## src/rtl/dma_chan_seq.sv

```systemverilog
module dma_chan_seq #(
  parameter int DW = 32
) (
  input  logic          clk,
  input  logic          rst_n,
  input  logic          cfg_we,
  input  logic [31:0]   cfg_wdata,
  output logic [31:0]   cfg_rdata,
  input  logic          stat_we,
  input  logic          stat_eoc_w1c,
  output logic [31:0]   stat_rdata,
  input  logic [31:0]   dreq,
  output logic          irq,
  input  logic          per_rd_valid,
  output logic          per_rd_ready,
  input  logic [DW-1:0] per_rd_data,
  output logic          per_wr_valid,
  input  logic          per_wr_ready,
  output logic [DW-1:0] per_wr_data,
  input  logic          mem_rd_valid,
  output logic          mem_rd_ready,
  input  logic [DW-1:0] mem_rd_data,
  output logic          mem_wr_valid,
  input  logic          mem_wr_ready,
  output logic [DW-1:0] mem_wr_data
);
  localparam int CW = 14;
  localparam logic [31:0] CFG_KEEP = 32'hF83F_FFFC;
  localparam logic [4:0]  SEL_PARK = 5'd31;

  logic [31:0]   ctl;
  logic [CW-1:0] cnt;
  logic [DW-1:0] word;
  logic          busy, full, eoc, pp;

  wire          en    = ctl[31];
  wire          hold  = ctl[29];
  wire          dir   = ctl[28];
  wire          once  = ctl[27];
  wire          flow  = ctl[21];
  wire [4:0]    sel   = ctl[20:16];
  wire [CW-1:0] wc    = ctl[15:2];

  wire frozen = hold | (sel == SEL_PARK);
  wire go     = busy & ~full & en & ~frozen & (~flow | dreq[sel]);
  wire src_v  = dir ? mem_rd_valid : per_rd_valid;
  wire snk_r  = dir ? per_wr_ready : mem_wr_ready;
  wire take   = go & src_v;
  wire drain  = full & snk_r;
  wire last   = (cnt == '0);
  wire start  = cfg_we & cfg_wdata[31] & ~busy;

  assign per_rd_ready = go & ~dir;
  assign mem_rd_ready = go & dir;
  assign per_wr_valid = full & dir;
  assign mem_wr_valid = full & ~dir;
  assign per_wr_data  = word;
  assign mem_wr_data  = word;
  assign cfg_rdata    = ctl;
  assign stat_rdata   = {busy, eoc, busy & frozen, pp, 12'd0, cnt, 2'b00};
  assign irq          = eoc & ctl[30];

  always_ff @(posedge clk or negedge rst_n) begin
    if (!rst_n) begin
      ctl  <= '0;
      cnt  <= '0;
      word <= '0;
      busy <= 1'b0;
      full <= 1'b0;
      eoc  <= 1'b0;
      pp   <= 1'b0;
    end else begin
      if (take) begin
        full <= 1'b1;
        word <= dir ? mem_rd_data : per_rd_data;
      end
      if (busy & ~full & ~en) busy <= 1'b0;
      if (drain) begin
        full <= 1'b0;
        if (last) begin
          pp <= ~pp;
          if (once) busy <= 1'b0;
          else      cnt  <= wc;
        end else begin
          cnt <= cnt - 1'b1;
        end
        if (~en) busy <= 1'b0;
      end
      if (drain & last)                 eoc <= 1'b1;
      else if (stat_we & stat_eoc_w1c)  eoc <= 1'b0;
      if (cfg_we)                       ctl <= cfg_wdata & CFG_KEEP;
      else if (drain & last & once)     ctl[31] <= 1'b0;
      if (start) begin
        busy <= 1'b1;
        full <= 1'b0;
        cnt  <= cfg_wdata[15:2];
        pp   <= 1'b0;
      end
    end
  end
endmodule


```

## config.mk

```make
export PLATFORM = sky130hd
export DESIGN_NAME = dma_chan_seq
export DESIGN_NICKNAME = d
export VERILOG_FILES = /design/src/rtl/dma_chan_seq.sv
export SDC_FILE = /design/constraint.sdc
export NUM_CORES = 1
export LEC_CHECK = 0
export ABC_AREA = 1
export BUFFER_PORTS_ARGS = -buffer_cell sky130_fd_sc_hd__buf_2
export CAP_MARGIN = 5
export CORE_AREA = 8 8 109 121
export DETAILED_ROUTE_END_ITERATION = 12
export DIE_AREA = 0 0 117 129
export PLACE_DENSITY = 0.88
export SLEW_MARGIN = 30
export SYNTH_ARGS = -nofsm -noshare
export SYNTH_HDL_FRONTEND = slang
export SYNTH_SLANG_ARGS = --single-unit
```

## constraint.sdc

```tcl
create_clock -name clk -period 2.55 [get_ports clk]
set_clock_uncertainty 0.05 [all_clocks]
set_input_delay 0.1275 -clock clk [delete_from_list [all_inputs] [get_ports clk]]
set_output_delay 0.1275 -clock clk [all_outputs]
set_load 0.03 [all_outputs]
```

Word-level counts from Yosys, hierarchy flattened --
Index checks and enable logic that the tools add are counted.
Cells by class: add/sub/neg operators 1, magnitude comparators 1, eq/ne operators 2, muxes and demuxes 25, bitwise operators 27, reductions and logical operators 8
Operators with widths (number):
- 14-bit two-way mux | 4
- 32-bit two-way mux | 1
- 1-bit two-way mux | 19
- 1-bit bitwise AND | 18
- 14-bit zero test | 1
- 14-bit by 1-bit subtractor with 14-bit output (second input constant) | 1
- 2-bit nonzero test | 4
- 1-bit inverter | 7
- 5-bit by 6-bit less-than comparator with 1-bit output (second input constant) | 1
- 1-bit binary-select mux with 5-bit select | 1
- 5-bit equality test (second input constant) | 1
- 2-bit AND reduction | 2
- 3-bit by 2-bit inequality test with 1-bit output (second input constant) | 1
- 3-bit nonzero test | 1
- 1-bit OR | 2
Word-level totals: register bits after elaboration 75, input bits 137, output and inout bits 133

Longest topological paths before layout --
Gate-level depths: netlist (run 1).
depth in word-level cells 9, depth in mapped cells 16, gate-level depth less buffers 14

Least setup slack after synthesis (run 1) --
Ideal clock, no wire load.
path type register -> register, start point reg cnt[0], end point reg cnt[0], setup time 0.127 ns, data arrival time 1.927 ns, setup slack 0.446 ns, cell stages (with the launch flop) 11, path through dfrtp_1 inv_1 ha_1 nand3_2 nor2_2 nand3_1 nor2_4 a31oi_4 buf_2 o211ai_1 o21ai_1
On the way: word-level cells in the longest chain between the ends 4, elaborated cells on any way between the ends 7
Ends and longest elaborated chain:
- start, declared | line 32 | logic [CW-1:0] cnt;
- start signal, assigned | line 83 | else cnt <= wc;
- start signal, assigned | line 85 | cnt <= cnt - 1'b1;
- start signal, assigned | line 96 | cnt <= cfg_wdata[15:2];
- 14-bit by 1-bit subtractor with 14-bit output or 14-bit zero test (tied branches) | line 85, 50
- 14-bit two-way mux | line 80 | if (last) begin
- 14-bit two-way mux | line 78 | if (drain) begin
- 14-bit two-way mux | line 93 | if (start) begin
Several ways; a longest one is shown, not always the timed one. The select of a mux whose other input is x is not followed. A chain may end at the register's enable or synchronous reset.

Worst setup path after layout (run 1) --
start point reg ctl[16] (netlist: cfg_rdata[16]), end point out mem_rd_ready
On the way: word-level cells in the longest chain between the ends 6, elaborated cells on any way between the ends 9
Ends and longest elaborated chain:
- start, declared | line 31 | logic [31:0] ctl;
- start signal, assigned | line 91 | if (cfg_we) ctl <= cfg_wdata & CFG_KEEP;
- branches (longest 4 deep; another with 1-bit binary-select mux with 5-bit select)
- 1-bit bitwise AND * | line 45 | wire go = busy & ~full & en & ~frozen & (~flow | dreq[sel]);
- 1-bit bitwise AND * | line 54 | assign mem_rd_ready = go & dir;
- end, declared | line 21 | output logic mem_rd_ready,
Mark *: on every way between the ends. The select of a mux whose other input is x is not followed.

==> results.tsv, run 1 <==
metric	value	unit
numCtsBuffers	9	
hold_class	input pin to flop	
hold_viol	0	
path_class	flop to output port	
cts_buffer_depth	2	
ctsHtreeMaxLevel	3	
die_h	129	um
p_sw	0.00340	W
swShare	49.5	%
cp_cell_sequence	buf_4, nor2_1, nor2_1, o21ai_1, nand3_1, nand3_1, nand2_1, nand2_1, nand3_4, nand2_1, nor2_1, buf_2	
cts_tree	yes	
gp_congestion	0.859	
grt_max_degree	76	
yosysSeqAreaShare	38.4	%
syn2layout_area_growth	32.9	%
die_width	117	um
async_flop_share	100	%
cp_top_family	simple AND/OR/NAND/NOR gates	
start_util	43.7	%
ys_warn_count	0	
via_per_inst	4.90	
root_buffer	clkbuf_16	
placed_area	5870	sq um
num_vias	5277	
final_area	6500	sq um
end_kind	output port	
core-area	11200	sq um
cap_violations	0	
insertedDiodeCount	0	
p_seq_share	29.0	%
crit_path_top_delay_cell	dfrtp_2	
io_buffers	241	
p_per_area	1060	nW/um^2
period_share	90.9	%
synth_area_leader_cell	dfrtp_1	
ys_ff_latch	75	
setup_viol	0	
avgRoutedWirePerCell	15.6	um
final_cell_mix	nand2_1, buf_2, dfrtp_1	
multi_input_area	2240	sq um
drc_errors	0	
dieArea	15100	sq um
outcome	finished clean	
antenna_left	0	
num_rows	41	
grt_overflow	0	
numClockSinks	75	
grt_pass1_vias	5000	
yosys.area.top_type_share	38.4	%
comb_power_share	50.7	%
first_pass_iters	5	
leakagePower	3.82	nW
synth_ff_type	dfrtp_1	
clock_latency	330	ps
n_fill_cell	1037	
cpPeakStageDelay	470	ps
clk_pin_slew	60	ps
crit_fanout	10	
power.share.clock	20.3	%
crit_buf_inv	2	
tightestPinTransition	708	ps
synth.cell_area	4890	sq um
worstPathArrival	2140	ps
ys_types	36	
dp_hpwl	12.2	mm
cp.required	2370	ps
p_int	0.00346	W
drv_slew	0	
max_freq	431	MHz
grt_pass1_wl	24.9	mm
ff_latch_area	1880	sq um
maxSlewHeadroom	52.8	%
final_common_cell	nand2_1	
synth.area.top_cells	dfrtp_1, nand2_1, buf_4, inv_1, nand4_1	
worst_ir_drop_vdd	582	uV
drt-initial-drc-count	345	
ioPinCount	270	
min_period	2320	ps
startpoint_type	flop	
antenna_found_initial	0	
fin_nets	1060	
syn-instance-count	696	
grtUsageTotal	21.0	%
syn_area_per_cell	7.02	sq um
holdWs	17.5	ps
synth_edf_count	0	
wl	16.8	mm
drive_gt1_share	31.4	%
[logic make-up (layout without fill, tap and decap cells)]
| family | count (synthesis) | count (layout) | synth area share (%) |
|---|---|---|---|
| buffers and inverters | 157 | 368 | 17.5 |
| flip-flops | 75 | 75 | 38.4 |
| other | 1 | 21 | 0.0767 |
| adder cells (fa/ha/maj) | 1 | 1 | 0.256 |
| multiplexers | 3 | 3 | 0.691 |
| AO/OA/AOI/OAI | 71 | 71 | 8.65 |
| AND/OR/NAND/NOR | 379 | 379 | 32.8 |
| XOR/XNOR | 9 | 9 | 1.61 |
[power by group through the flow]
stage	sequential (W)	combinational, W	clock, W
CTS	0.00199	0.00348	0.00142
floorplan	0.00273	0.00193	0
finish	0.00199	0.00348	0.00139
detailed placement	0.00200	0.00344	0
global route	0.00205	0.00372	0.00147
global placement	0.00198	0.00339	0
[layout make-up]
cell class | count | share of cell area (%)
clock buffers | 11 | 3.74
clock inverters | 5 | 1.31
inverters | 68 | 4.01
multi-input cells | 484 | 34.5
flip-flops and latches | 75 | 28.9
well taps | 150 | 2.89
repair buffers | 284 | 24.7
[worst min-delay path: stages]
cell and delay, ps:
buf_2 80, nand2_1 80, o31ai_1 80
[Yosys cell counts (2+ instances only)]
library cell,count
a21oi_1,11
buf_2,9
o21ai_1,4
a211oi_1,2
buf_6,5
mux2_2,3
nand3_1,21
nor2_1,34
o21ai_0,39
o31ai_1,2
nor3_1,3
clkbuf_1,14
dfrtp_1,75
o22ai_1,3
xor2_1,8
inv_1,65
nand4_1,34
buf_1,4
o211ai_1,7
buf_4,57
nand3_2,3
nand2_1,279
[layer usage]
metal	up-vias	share of wire, %	GRT usage [%]
met5	-	0	0
met4	0	2.1	7.16
met3	36	9.6	5.06
met2	257	52	38.5
met1	2418	36	23.0
li1	2566	-	-
[stage by stage]
step	setup slack, ps	TNS (ps)	std cells	power, W	utilization [%]
floorplan	446	0	716	0.00467	-
CTS	27.0	0	1075	0.00690	57.8
detailed placement	253	0	1032	0.00544	52.5
global route	-1.09	-1.09	1077	0.00724	58.1
finish	231	0	1077	0.00687	58.1
global placement	284	0	1032	0.00537	52.5
[final timing paths]
check,startpoint,to,slack [ps],depth (start not counted)
max,cfg_rdata[16],mem_rd_ready,230,12
min,cfg_wdata[31],cfg_rdata[31],20,3
max reg2reg,cnt[0],cnt[3],250,9
min reg2reg,pp,pp,410,1
max in group asynchronous,rst_n,cfg_rdata[17],1590,2
min in group asynchronous,rst_n,cfg_rdata[3],330,2
[flip-flops by register name, summed over array words and instances (netlist names)]
register / flops
mem_wr_data: 32
cfg_rdata: 25
cnt: 14
busy: 1
eoc: 1
full: 1
pp: 1
[what timing repair did]
item	in CTS	in global routing
endpoints found under the hold margin	100	0
setup buffers	0	2
gates resized for setup	0	5
setup endpoints to repair	0	29
hold buffers	27	0
No activity file was read; power rests on OpenSTA's default activity.
==> inputs of run 2 (changes only) <==
--- a/config.mk
+++ b/config.mk
@@ -5,12 +5,11 @@
 export SDC_FILE = /design/constraint.sdc
 export NUM_CORES = 1
 export LEC_CHECK = 0
-export ABC_AREA = 1
 export BUFFER_PORTS_ARGS = -buffer_cell sky130_fd_sc_hd__buf_2
 export CAP_MARGIN = 5
-export CORE_AREA = 8 8 109 121
+export CORE_AREA = 8 8 107 119
 export DETAILED_ROUTE_END_ITERATION = 12
-export DIE_AREA = 0 0 117 129
+export DIE_AREA = 0 0 115 127
 export PLACE_DENSITY = 0.88
 export SLEW_MARGIN = 30
 export SYNTH_ARGS = -nofsm -noshare
==> run 2 against run 1 <==
Net effect:
- first-iteration DRC count is 27% lower
- final area is 4.9% lower
- flip-flop and latch count stayed put
- via count is 24% lower
- total power is 7.1% lower
- combinational power is 8.6% lower
- sequential power hardly changed
- critical path depth is 4 lower
- core utilization is 0.41 points lower
- non-clock buffer count is 5 lower
- register-to-register slack worse by 190 ps
- maximum frequency is 6.8% lower
==> results.tsv, run 2 <==
metric	value	unit	change
outcome	finished clean		
yosys.area.top_type_share	40.8	%	+2.4 points
dp_slack	35.0	ps	-218 ps
synth.area.top_cells	dfrtp_1, mux2_2, mux2_4, buf_4, mux2i_1		
rsz0062_at_grt	yes		
synth_compound_area_share	6.89	%	-1.8 points
num_rows	40		-2.4%
final_common_cell	buf_2		
ff_latch_area	1880	sq um	unchanged
ctsHtreeMaxLevel	3		unchanged
worstPathArrival	2650	ps	+510 ps
cts_buffer_depth	2		unchanged
synth_top_family_by_area	multiplexers		
clk_pin_slew	60	ps	about the same
synth_edf_count	0		unchanged
ys_warn_count	0		unchanged
grt_pass1_vias	4403		-12%
via_per_inst	5.10		+4.0%
synthXorXnorAreaFrac	0.572	%	-1.0 points
numCtsBuffers	9		unchanged
hold_viol	0		unchanged
antenna_left	0		unchanged
core-area	10700	sq um	-4.2%
crit_path_top_delay_cell	mux4_2		
cp_cell_sequence	buf_4, mux2i_1, mux4_2, a22oi_2, o21ai_2, a211o_2, buf_12, mux2_4		
crit_fanout	32		+22
hold_class	input pin to flop		
ioPinCount	270		unchanged
drc_errors	0		unchanged
io_buffers	241		unchanged
first_pass_iters	5		unchanged
drive_gt1_share	57.3	%	+26 points
drv_slew	0		unchanged
crit_buf_inv	2		unchanged
end_kind	flop		
yosys-top-cells-count	dfrtp_1, mux2_2, buf_4		
multi_input_area	2210	sq um	-1.5%
async_flop_share	100	%	unchanged
period_share	97.6	%	+6.6 points
synth.area.mux_share	29.6	%	+29 points
final_cell_mix	buf_2, dfrtp_1, mux2_2		
root_buffer	clkbuf_16		
clock_latency	330	ps	about the same
worst_ir_drop_vdd	498	uV	-14%
yosysSeqAreaShare	40.8	%	+2.4 points
grt_max_degree	76		unchanged
cpPeakStageDelay	470	ps	about the same
synthSimpleGateAreaFrac	8.74	%	-24 points
n_fill_cell	909		-12%
die_width	115	um	-1.7%
setup_viol	0		unchanged
cap_violations	0		unchanged
antenna_found_initial	1		+1
syn-instance-count	401		-42%
start_util	42.9	%	-0.79 points
cts_tree	yes		
worst_slack	61.4	ps	-169 ps
numClockSinks	75		unchanged
fin_nets	773		-27%
synth_ff_type	dfrtp_1		
p_per_area	1030	nW/um^2	-2.3%
maxSlewHeadroom	43.1	%	-9.6 points
max_freq	402	MHz	-6.8%
path_class	flop to flop		
syn_area_per_cell	11.5	sq um	+63%
num_vias	4012		-24%
grt_pass1_wl	23.1	mm	-7.3%
ys_ff_latch	75		unchanged
cp_top_family	multiplexers		
largest_register_ffs	32		unchanged
setup_tns	0	ps	unchanged
grtUsageTotal	19.8	%	-1.3 points
synth_area_leader_cell	dfrtp_1		
ys_types	46		+28%
leakagePower	3.15	nW	-18%
dp_hpwl	11.0	mm	-9.7%
yosys.area_share.adder	0.272	%	+0.016 points
cp.required	2710	ps	+340 ps
gp_congestion	0.910		+5.9%
syn2layout_area_growth	34.4	%	
drt-initial-drc-count	252		-27%
grt_overflow	0		unchanged
wl	14.7	mm	-12%
startpoint_type	flop		
synth.cell_area	4600	sq um	-6.0%
min_period	2490	ps	+169 ps
dieArea	14600	sq um	-3.2%
die_h	127	um	-1.6%
synth_most_common_cell	dfrtp_1		
avgRoutedWirePerCell	18.7	um	+20%
tightestPinTransition	850	ps	+141 ps
==> run 2: cell types whose count changed after synthesis, sizes merged, moves of 11 or more <==
| cell | previous run | this run |
|---|---|---|
| o21ai | 43 | 12 |
| nand3 | 25 | 11 |
| nor2 | 36 | 25 |
| inv | 67 | 5 |
| nand4 | 34 | 0 |
| mux2i | 0 | 12 |
| mux2 | 3 | 88 |
| buf | 75 | 64 |
| nand2 | 279 | 20 |
==> run 2: worst paths after layout <==
kind | slack [ps] | cells past startpoint | startpoint | endpoint
min | 40 | 3 | cfg_wdata[31] | cfg_rdata[31]
max | 60 | 8 | cfg_rdata[17] | mem_wr_data[30]
min in group asynchronous | 340 | 2 | rst_n | cfg_rdata[29]
min reg2reg | 470 | 1 | mem_wr_data[13] | mem_wr_data[13]
max reg2reg | 60 | 8 | cfg_rdata[17] | mem_wr_data[30]
max in group asynchronous | 1600 | 2 | rst_n | cfg_rdata[28]
==> run 2: timing repair <==
item                                    CTS  global route
resized for setup                         3             5
pin swaps                                 0             1
endpoints found under the hold margin   104             0
hold buffers                             26             0
buffers inserted                          3             0
endpoints found under the setup margin    1            29
==> run 2: cell families (layout without fill, tap and decap cells) <==
group,Yosys count,count (layout)
mux,106,106
simple gates,85,85
buf+inv,81,299
flops,75,75
compound gates,49,49
xor+xnor,3,3
fa+ha+maj,1,1
other cells,1,22
==> run 2: cell type report <==
class | count | share of cell area [%]
tap | 147 | 2.98
sequential | 75 | 30.4
multi-input combinational | 265 | 35.7
antenna | 1 | 0.0405
clock inverter | 3 | 0.648
timing repair buffer | 279 | 25.9
clock buffer | 12 | 3.99
inverter | 5 | 0.304
==> run 2: worst register-to-register path, cell delays in order (launching register included) <==
cell and delay [ps]:
dfrtp_2 450, buf_4 150, mux2i_1 110, mux4_2 470, a22oi_2 180, o21ai_2 80
a211o_2 330, buf_12 190, mux2_4 350
==> run 2: routing by layer <==
layer / GRT usage [%] / vias to the layer above / share of wire (%)
met3: 6.36 / 22 / 11
met2: 35.9 / 249 / 53
met4: 6.19 / 0 / 1.5
met5: 0 / - / 0
li1: - / 1824 / -
met1: 21.1 / 1917 / 35
==> run 2: power by group <==
group          total, W  leakage (nW)  switching [W]  internal (W)
clock           0.00124         0.142       0.000460      0.000776
sequential      0.00197         0.895       0.000392       0.00157
combinational   0.00318          2.11        0.00206       0.00112
==> run 2: through the flow <==
step                std cells  util, %  hold WS [ps]  power, W  instance area, sq um
floorplan                 421        -          -218   0.00446                  4670
finish                    787     57.7          44.2   0.00638                  6180
global route              787     57.7          45.2   0.00670                  6180
detailed placement        742     52.0           290   0.00510                  5570
CTS                       786     57.5          2.34   0.00642                  6160
global placement          742     52.0           268   0.00502                  5570
==> inputs of run 3 (changes only) <==
==> constraint.sdc (replaced) <==
create_clock -name clk -period 2.5 [get_ports clk]
set_clock_uncertainty 0.05 [all_clocks]
set_input_delay 0.125 -clock clk [delete_from_list [all_inputs] [get_ports clk]]
set_output_delay 0.125 -clock clk [all_outputs]
set_load 0.03 [all_outputs]
==> run 3 against run 2 <==
Net effect:
- worst setup slack got worse by 42 ps
- total power up 4.5%
- combinational power increased by 3%
- clock-buffer cell count did not move
- core utilization grew 0.44 points
- sequential power barely moved
- global-route usage shrank 0.066 points
- die area unchanged
- routed wire length shrank 0.55%
- register-to-register slack worse by 40 ps
- largest power group unchanged
==> results.tsv, run 3 (synthesized netlist as in run 2, its figures left out) <==
metric	value	unit	change
tightestPinTransition	833	ps	-16.7 ps
dieArea	14600	sq um	unchanged
cp_common_cell	buf_12		
path_class	flop to flop		
clock_latency	330	ps	about the same
largest_register_ffs	32		unchanged
dp_hpwl	11.1	mm	+0.50%
cp_top_family	multiplexers		
gp_congestion	0.933		+2.6%
ctsHtreeMaxLevel	3		unchanged
start_util	42.9	%	unchanged
grt_overflow	0		unchanged
cp.required	2660	ps	-50 ps
setup_viol	0		unchanged
outcome	finished clean		
hold_class	input pin to flop		
met2_usage	36.1	%	+0.17 points
final_area	6220	sq um	+0.77%
antenna_left	0		unchanged
numClockSinks	75		unchanged
crit_fanout	32		unchanged
fin_nets	772		-0.13%
cts_buffer_depth	2		unchanged
finalPower	0.00667	W	+4.5%
n_fill_cell	867		-4.6%
max_freq	403	MHz	+0.32%
drc_errors	0		unchanged
cts_tree	yes		
comb_power_share	48.8	%	-1.0 points
p_per_area	1070	nW/um^2	+3.7%
final_common_cell	buf_2		
numCtsBuffers	9		unchanged
crit_path_top_delay_cell	mux4_2		
drv_slew	0		unchanged
crit_buf_inv	2		unchanged
core-area	10700	sq um	unchanged
drt-initial-drc-count	192		-24%
placed_area	5580	sq um	+0.22%
post-route-util	58.1	%	+0.44 points
min_period	2480	ps	-7.93 ps
num_rows	40		unchanged
grtUsageTotal	19.7	%	-0.066 points
swShare	44.7	%	-0.85 points
startpoint_type	flop		
dp_slack	-49.7	ps	-84.7 ps
cpPeakStageDelay	480	ps	about the same
final_cell_mix	buf_2, dfrtp_1, mux2_2		
die_width	115	um	unchanged
die_h	127	um	unchanged
holdWs	16.8	ps	-27.5 ps
p_seq_share	30.0	%	-0.8 points
cp_cell_sequence	buf_12, mux2i_1, mux4_2, a22oi_2, o21ai_2, a211o_2, buf_12, mux2_4		
worstPathArrival	2640	ps	about the same
hold_viol	0		unchanged
drive_gt1_share	58.2	%	+0.94 points
worst_slack	19.4	ps	-42.1 ps
grt_pass1_wl	22.9	mm	-0.78%
syn2layout_area_growth	35.4	%	
first_pass_iters	5		unchanged
rsz0062_at_grt	yes		
root_buffer	clkbuf_16		
met3_usage	7.12	%	+0.75 points
worst_ir_drop_vdd	593	uV	+19%
maxSlewHeadroom	44.3	%	+1.1 points
grtUsageMet1	20.0	%	-1.0 points
period_share	99.2	%	+1.6 points
avgRoutedWirePerCell	18.6	um	-0.42%
antenna_found_initial	0		-1
via_per_inst	5.07		-0.57%
end_kind	flop		
insertedDiodeCount	0		-1
p_int	0.00368	W	+6.1%
grt_pass1_vias	4376		-0.61%
ioPinCount	270		unchanged
io_buffers	241		unchanged
leakagePower	3.16	nW	+0.41%
grt_busiest_layer	met2		
clk_pin_slew	60	ps	about the same
cap_violations	0		unchanged
power.share.clock	21.1	%	+1.7 points
grt_max_degree	76		unchanged
p_sw	0.00298	W	+2.5%
wl	14.6	mm	-0.55%
num_vias	3984		-0.70%
-- run 3: what timing repair did --
| action | CTS | global route |
|---|---|---|
| endpoints found under the setup margin | 34 | 37 |
| pin swaps | 0 | 3 |
| hold buffers | 24 | 0 |
| gates resized for setup | 4 | 9 |
| hold endpoints to repair | 101 | 0 |
| buffers inserted | 4 | 0 |
-- run 3: area by class of cell --
cell class / instances / area (sq um) / area share [%]
flip-flops and latches: 75 / 1880 / 30.2
clock buffers: 12 / 256 / 4.12
inverters: 5 / 18.8 / 0.302
clock inverters: 4 / 72.6 / 1.17
multi-input cells: 265 / 2210 / 35.5
well taps: 147 / 184 / 2.95
repair buffers: 278 / 1600 / 25.7
-- run 3: worst paths after layout --
| path | from | end | slack [ps] | depth (start not counted) |
|---|---|---|---|---|
| setup / recovery | cfg_rdata[17] | mem_wr_data[25] | 20 | 8 |
| hold / removal | cfg_wdata[12] | cfg_rdata[12] | 20 | 2 |
| setup reg to reg | cfg_rdata[17] | mem_wr_data[25] | 20 | 8 |
| hold reg to reg | mem_wr_data[2] | mem_wr_data[2] | 470 | 1 |
| max in group asynchronous | rst_n | cfg_rdata[17] | 1570 | 2 |
| min in group asynchronous | rst_n | cfg_rdata[27] | 340 | 2 |
-- run 3: power groups by stage --
stage | clock [W] | sequential, W | combinational, W
3_5_place_dp | 0 | 0.00202 | 0.00320
6_report | 0.00141 | 0.00200 | 0.00326
4_1_cts | 0.00145 | 0.00200 | 0.00326
5_1_grt | 0.00150 | 0.00206 | 0.00342
3_3_place_gp | 0 | 0.00198 | 0.00315
2_1_floorplan | 0 | 0.00271 | 0.00184
-- run 3: per-stage QoR --
stage	cells	TNS, ps
6_report	786	0
5_1_grt	786	-342
4_1_cts	786	0
3_5_place_dp	742	-431
3_3_place_gp	742	0
2_1_floorplan	421	-1690
-- run 3: routing by layer --
layer | up-vias | wire length [um] | part of all wire (%)
met3 | 38 | 1630 | 11
met1 | 1897 | 4990 | 34
met2 | 231 | 7640 | 52
li1 | 1818 | - | -
met4 | 0 | 353 | 2.4
met5 | - | 0 | 0
